### src/rtl/paged_addr_pkg.sv
package paged_addr_pkg;

   typedef struct packed {
      logic br;
      logic call;
      logic ret;
      logic ldp;
      logic tpc;
   } pas_op_t;

   typedef struct packed {
      logic go_br;
      logic go_call;
      logic go_ret;
      logic ldp;
      logic tpc;
      logic load_ctr;
   } pas_act_t;

   // Priority: return over call over branch; branch and call need status.
   function automatic pas_act_t pas_resolve(input pas_op_t op, input logic step,
                                            input logic status, input logic latch);
      pas_act_t a;
      a.go_ret   = step & op.ret;
      a.go_call  = step & op.call & status & ~op.ret;
      a.go_br    = step & op.br & status & ~op.ret & ~op.call;
      a.ldp      = step & op.ldp;
      a.tpc      = step & op.tpc;
      a.load_ctr = a.go_br | a.go_call | (a.go_ret & latch);
      return a;
   endfunction

endpackage

### src/rtl/pas_inpage_ctr.sv
module pas_inpage_ctr #(
   parameter int PC_W = 6
) (
   input  logic            clk,
   input  logic            rst_n,
   input  logic            step,
   input  logic            load,
   input  logic [PC_W-1:0] load_val,
   output logic [PC_W-1:0] ctr,
   output logic [PC_W-1:0] ctr_seq
);
   localparam logic [PC_W-1:0] ONE = PC_W'(1);

   // natural wrap of the binary sum keeps the counter inside the page
   assign ctr_seq = ctr + ONE;

   always_ff @(posedge clk) begin
      if (!rst_n)
         ctr <= '0;
      else if (step)
         ctr <= load ? load_val : ctr_seq;
   end
endmodule

### src/rtl/pas_bank_regs.sv
module pas_bank_regs
   import paged_addr_pkg::*;
#(
   parameter int CH_W = 2,
   parameter int PG_W = 4
) (
   input  logic            clk,
   input  logic            rst_n,
   input  pas_act_t        act,
   input  logic            latch,
   input  logic [PG_W-1:0] ldp_val,
   input  logic [CH_W-1:0] ch_restore,
   output logic [PG_W-1:0] page,
   output logic [CH_W-1:0] chap,
   output logic [PG_W-1:0] pbuf,
   output logic [CH_W-1:0] cbuf
);
   logic [CH_W-1:0] pbuf_low;
   logic            page_take;

   generate
      if (CH_W == PG_W) begin : g_full
         assign pbuf_low = pbuf;
      end else begin : g_slice
         assign pbuf_low = pbuf[CH_W-1:0];
      end
   endgenerate

   assign page_take = act.go_ret | ((act.go_br | act.go_call) & ~latch);

   always_ff @(posedge clk) begin
      if (!rst_n) begin
         page <= '0;
         chap <= '0;
         pbuf <= '0;
         cbuf <= '0;
      end else begin
         if (page_take)
            page <= pbuf;
         if (act.ldp)
            pbuf <= ldp_val;
         else if (act.go_call)
            pbuf <= page;
         if (act.go_br | act.go_call)
            chap <= cbuf;
         else if (act.go_ret & latch)
            chap <= ch_restore;
         if (act.tpc)
            cbuf <= pbuf_low;
      end
   end
endmodule

### src/rtl/pas_return_unit.sv
module pas_return_unit
   import paged_addr_pkg::*;
#(
   parameter int PC_W = 6,
   parameter int CH_W = 2
) (
   input  logic            clk,
   input  logic            rst_n,
   input  pas_act_t        act,
   input  logic [PC_W-1:0] ctr_seq,
   input  logic [CH_W-1:0] chap,
   output logic            latch,
   output logic [PC_W-1:0] ret_loc,
   output logic [CH_W-1:0] ch_save
);
   logic first_call;

   assign first_call = act.go_call & ~latch;

   always_ff @(posedge clk) begin
      if (!rst_n) begin
         latch   <= 1'b0;
         ret_loc <= '0;
         ch_save <= '0;
      end else begin
         if (first_call) begin
            ret_loc <= ctr_seq;
            ch_save <= chap;
         end
         if (act.go_call)
            latch <= 1'b1;
         else if (act.go_ret)
            latch <= 1'b0;
      end
   end
endmodule

### src/rtl/paged_addr_seq.sv
module paged_addr_seq
   import paged_addr_pkg::*;
#(
   parameter int CH_W = 2,
   parameter int PG_W = 4,
   parameter int PC_W = 6,
   localparam int ADDR_W = CH_W + PG_W + PC_W
) (
   input  logic              clk,
   input  logic              rst_n,
   input  logic              step,
   input  logic              op_br,
   input  logic              op_call,
   input  logic              op_ret,
   input  logic              op_ldp,
   input  logic              op_tpc,
   input  logic              status,
   input  logic [PC_W-1:0]   imm,
   output logic [ADDR_W-1:0] rom_addr
);
   generate
      if (CH_W < 1 || CH_W > PG_W) begin : g_bad_ch
         $error("chapter width must be between 1 and the page width");
      end
      if (PG_W > PC_W) begin : g_bad_pg
         $error("page buffer is loaded from the immediate, so PG_W <= PC_W");
      end
      if (PC_W < 2) begin : g_bad_pc
         $error("in-page counter needs at least 2 bits");
      end
   endgenerate

   pas_op_t         op;
   pas_act_t        act;
   logic            call_latch;
   logic [PC_W-1:0] ctr, ctr_seq, ret_loc, ctr_load;
   logic [PG_W-1:0] page, pbuf;
   logic [CH_W-1:0] chap, cbuf, ch_save;

   assign op       = '{br: op_br, call: op_call, ret: op_ret, ldp: op_ldp, tpc: op_tpc};
   assign act      = pas_resolve(op, step, status, call_latch);
   assign ctr_load = act.go_ret ? ret_loc : imm;

   pas_inpage_ctr #(.PC_W(PC_W)) u_ctr (
      .clk      (clk),
      .rst_n    (rst_n),
      .step     (step),
      .load     (act.load_ctr),
      .load_val (ctr_load),
      .ctr      (ctr),
      .ctr_seq  (ctr_seq)
   );

   pas_bank_regs #(.CH_W(CH_W), .PG_W(PG_W)) u_bank (
      .clk        (clk),
      .rst_n      (rst_n),
      .act        (act),
      .latch      (call_latch),
      .ldp_val    (imm[PG_W-1:0]),
      .ch_restore (ch_save),
      .page       (page),
      .chap       (chap),
      .pbuf       (pbuf),
      .cbuf       (cbuf)
   );

   pas_return_unit #(.PC_W(PC_W), .CH_W(CH_W)) u_ret (
      .clk     (clk),
      .rst_n   (rst_n),
      .act     (act),
      .ctr_seq (ctr_seq),
      .chap    (chap),
      .latch   (call_latch),
      .ret_loc (ret_loc),
      .ch_save (ch_save)
   );

   assign rom_addr = {chap, page, ctr};
endmodule

### config.mk
export PLATFORM = sky130hd
export DESIGN_NAME = paged_addr_seq
export DESIGN_NICKNAME = d
export VERILOG_FILES = /design/src/rtl/paged_addr_pkg.sv /design/src/rtl/pas_inpage_ctr.sv /design/src/rtl/pas_bank_regs.sv /design/src/rtl/pas_return_unit.sv /design/src/rtl/paged_addr_seq.sv
export SDC_FILE = /design/constraint.sdc
export NUM_CORES = 1
export LEC_CHECK = 0
export CORE_UTILIZATION = 53
export CTS_BUF_LIST = sky130_fd_sc_hd__clkbuf_4 sky130_fd_sc_hd__clkbuf_8
export CTS_CLUSTER_SIZE = 30
export DETAILED_ROUTE_END_ITERATION = 12
export GPL_ROUTABILITY_DRIVEN = 0
export HOLD_SLACK_MARGIN = 0.1
export PLACE_DENSITY = 0.8
export SETUP_SLACK_MARGIN = 0.5
export SYNTH_ARGS = -nofsm -noshare
export SYNTH_HDL_FRONTEND = slang
export SYNTH_SLANG_ARGS = --single-unit
### constraint.sdc
create_clock -name clk -period 1.5 [get_ports clk]
set_input_delay 0.3 -clock clk [delete_from_list [all_inputs] [get_ports clk]]
set_output_delay 0.3 -clock clk [all_outputs]
set_load 0.01 [all_outputs]
# Word-level counts from Yosys, hierarchy flattened
# Cells that the tools add are included.
# totals
word_cells	39
out_inout_bits	12
inputBits	15
register_bits	27
# classes
n_addsub	1
mux	8
n_bitwise	19
n_reduce_logical	3
# ops
operator	count
1-bit AND	13
6-bit two-way mux	2
4-bit two-way mux	2
6-bit by 1-bit adder with 6-bit output, second input constant	1
2-bit nonzero test	3
2-bit two-way mux	2
1-bit inverter	3
1-bit bitwise OR	3
1-bit two-way mux	2

# Logic depth before layout (Yosys ltp)
# depth
ltp_word	7
mapped_depth	6
mapped_depth_nobuf	5

# Modules after synthesis
# A second synthesis with hierarchy kept.
# hier_totals
cells_unflattened	160
area_unflattened_um2	1505.2
# modules_own_cells
module	instances	area_per_inst_um2	cells_each	seq_area_each_um2
pas_bank_regs	1	540.5	56	240.2
pas_inpage_ctr	1	422.9	48	120.1
pas_return_unit	1	384.1	39	180.2
paged_addr_seq	1	157.7	17	0.0

# Least setup slack after synthesis
# OpenSTA, ideal clock, no wires.
# synth_timing
path_type	reg2reg
startpoint	reg u_ctr.ctr[0]
endpoint	reg u_ctr.ctr[4]
required_time_ns	1.383
path_buffers	0
slack_ns	0.184
period_less_slack_ns	1.316
stages_incl_launch_ff	6
setup_ns	0.117
t_arrival_ns	1.199
cell_sequence	dfxtp_1 -> ha_1 -> nand3_1 -> xor2_1 -> nand2b_1 -> a32o_1
# synth_between
elab_chain_len	2
# synth_rtl
element	line	source
start, declared	pas_inpage_ctr.sv:9	output logic [PC_W-1:0] ctr,
start signal, assigned	pas_inpage_ctr.sv:21	ctr <= load ? load_val : ctr_seq;
6-bit by 1-bit adder with 6-bit output	pas_inpage_ctr.sv:15	assign ctr_seq = ctr + ONE;
6-bit two-way mux	pas_inpage_ctr.sv:21	
# Every way passes these cells.
# A chain may end at the register's enable or synchronous reset.

# Worst setup path after layout
# layout_timing
startpoint	reg u_ctr.ctr[2]
endpoint	reg u_ctr.ctr[5]
# Same word-level chain as after synthesis.

==> out/metrics.cfg <==
[layout]
instances_no_fill = 250
antenna_cells = 0
fin_area_mm2 = 0.002405
mostFrequentLayoutCells = 34 x buf_4, 21 x buf_6, 17 x nand2_1
multiInputGateArea_um2 = 975.9
fillers = 42
num-nets-final = 237
final_common_cell = buf_4
drive_gt1_share_pct = 55.45
seqCellArea_um2 = 564.3
final_util_pct = 97.07
syn2layout_area_growth_pct = 73.78

[floorplan]
pin_count = 27
initial_core_util_pct = 55.86
die_area_mm2 = 0.002819
die_w_um = 53.10
rows = 18
die_y_um = 53.10
core_area_mm2 = 0.002477

[sta]
period_share_pct = 87.18
fin_setup_tns_ns = 0
finalCriticalPeriod_ns = 1.308
worst_slack_ns = 0.1923
fmax_mhz = 764.7
tightest_slew_ns = 0.3529
setup_violations = 0
drv_slew = 0
finalHoldViolCount = 0
maxSlewHeadroom_pct = 76.23
rsz0062_at_grt = true
fin_skew_ns = 0.01011
holdWs_ns = 0.4164

[routing]
wl_um = 6777
drt_pre_antenna_iters = 4
ant_nets = 0
wire_per_inst_um = 27.11
via_per_inst = 6.932
dr_total_vias = 1733
drc = 0
first_iter_violations = 98

[synth]
synth_area_mm2 = 0.001384
synth_edf_count = 0
post_synth_num_cell_types = 38
synth_seq_cells = 27
yosysSeqAreaShare_pct = 39.06
syn_nets = 165
avgSynthCellArea_um2 = 9.287
synth_cells = 149
postSynth.asyncResetShare_pct = 0
ys_warn_count = 0
synthFlopType = dfxtp_1

[power]
p_leak_nw = 0.9587
p_seq_share_pct = 47.3
clkPwrFrac_pct = 22.0
p_per_area_mw_per_mm2 = 689.0
peakVddDrop_uv = 641.2
fin_total_pwr_mw = 1.657
power.internal_mw = 1.112
comb_power_share_pct = 30.7
p_switching_uw = 544.8
switching_share_pct = 32.88

[setup_path]
cp.required_ns = 1.75
r2r-start = u_ctr.ctr[2]
start_kind = flop
crit_chain = buf_6 > and3_4 > nand3_4 > xor2_2 > o31ai_1
r2r-end = u_ctr.ctr[5]
critPathMaxFanout = 4
slowest_delay_ns = 0.38
crit_slowest_cell = dfxtp_2
endpoint_kind = flop
arrival_ns = 1.56
critical_path_class = reg2reg
rrSetupSlack_ns = 0.19
r2r_cells = 5

[clock_network]
clockBufferDepth = 2
cts_tree = yes
cts_inserted_buffers = 3
cts_max_level = 1
root_buffer = clkbuf_4
cts.clk_slew.worst_paths_ns = 0.18
hold_buffers = 0
cts_sinks = 27
clk_latency_ns = 0.35

[min_path]
hp-class = in2reg
hp-start = step
hold_end = u_bank.pbuf[2]
min_path_cells = 4

[placed_design]
hpwl_um = 2532
post-place-ws_ns = -0.4088
portBuffers = 26
dp_cells = 215
dpl_cell_area_mm2 = 0.001788

[global_routing]
grt_pass1_wl_um = 7086
grt_start_max_net_pins = 17
antenna_found_initial = 0
grt_overflow = 0
grt_usage_pct = 35.75
grt_pass1_vias = 1470

[status]
status = finished, final reports clean

[job]
drv_cap = 0

==> synthesized netlist by cell type (all sizes together), types with 2 or more instances <==
cell type | count | area share [%]
a311oi | 7 | 4.4
a31oi | 3 | 1.4
xor2 | 2 | 1.3
nand3 | 9 | 3.3
o21ai | 9 | 4.3
mux2i | 14 | 10
nand2 | 21 | 5.9
and3 | 2 | 0.90
dfxtp | 27 | 39
inv | 3 | 0.81
a21oi | 11 | 5.3
buf | 6 | 4.2
mux2 | 3 | 2.4
nand2b | 5 | 2.3
a32o | 3 | 2.2
clkbuf | 2 | 0.81
a211oi | 2 | 1.8
nor2 | 12 | 3.6
==> metal layers <==
metal | vias to the layer above | wire [µm] | GRT usage (%)
met3 | 75 | 699 | 7.471
met4 | 0 | 650 | 19.74
met1 | 801 | 2263 | 40.14
met5 | - | 0 | 0
li1 | 687 | - | -
met2 | 170 | 3163 | 62.03
==> critical path: cells and delay by family, from the launching register on <==
family / cells / cell delay, ns
XOR/XNOR: 1 / 0.16
flip-flops: 1 / 0.38
AO/OA/AOI/OAI: 1 / 0.26
buffers and inverters: 1 / 0.11
AND/OR/NAND/NOR: 2 / 0.30
==> power groups by stage <==
stage / clock network [mW] / logic, mW / registers (mW)
after floorplan: 0 / 0.155 / 0.793
after global placement: 0 / 0.289 / 0.791
after detailed placement: 0 / 0.297 / 0.792
after CTS: 0.339 / 0.388 / 0.775
after global routing: 0.389 / 0.528 / 0.788
final: 0.364 / 0.509 / 0.784
==> final cells by class <==
| cell class | instances | share of cell area [%] |
|---|---|---|
| clock buffer | 3 | 0.9365 |
| clock inverter | 1 | 0.3122 |
| inverter | 3 | 0.4683 |
| multi-input combinational | 111 | 40.58 |
| sequential | 27 | 23.47 |
| tap | 30 | 1.561 |
| timing repair buffer | 75 | 32.67 |
==> repair_timing <==
item                       4_1_cts  5_1_grt
gates cloned                     1        0
setup endpoints to repair       39       36
setup buffers                   22        8
pin swaps                       24       19
resized for setup              132       23
==> logic make-up after synthesis <==
group,share of synthesized area [%]
AND/OR/NAND/NOR,19.17
AO/OA/AOI/OAI,21.25
flip-flops,39.06
multiplexers,12.57
buffers and inverters,5.785
XOR/XNOR,1.266
adder cells (fa/ha/maj),0.9040
==> registers in the layout, indices dropped and copies added (netlist names) <==
name           cells
u_bank.cbuf        2
u_ret.latch        1
u_ctr.ctr          6
u_bank.chap        2
u_ret.ch_save      2
u_bank.pbuf        4
u_ret.ret_loc      6
u_bank.page        4
==> worst max-delay path by stage <==
stage | end | startpoint | slack, ns | depth (start not counted)
2_1_floorplan | u_ret.ch_save[0] | op_ret | 0.26 | 6
3_3_place_gp | u_ret.ret_loc[2] | op_ret | -0.33 | 6
3_5_place_dp | u_ret.ret_loc[2] | op_ret | -0.41 | 6
4_1_cts | u_ctr.ctr[5] | u_ctr.ctr[2] | 0.30 | 5
5_1_grt | u_ctr.ctr[5] | u_ctr.ctr[2] | 0.14 | 5
6_report | u_ctr.ctr[5] | u_ctr.ctr[2] | 0.19 | 5
Power figures use the tool's default switching activity.
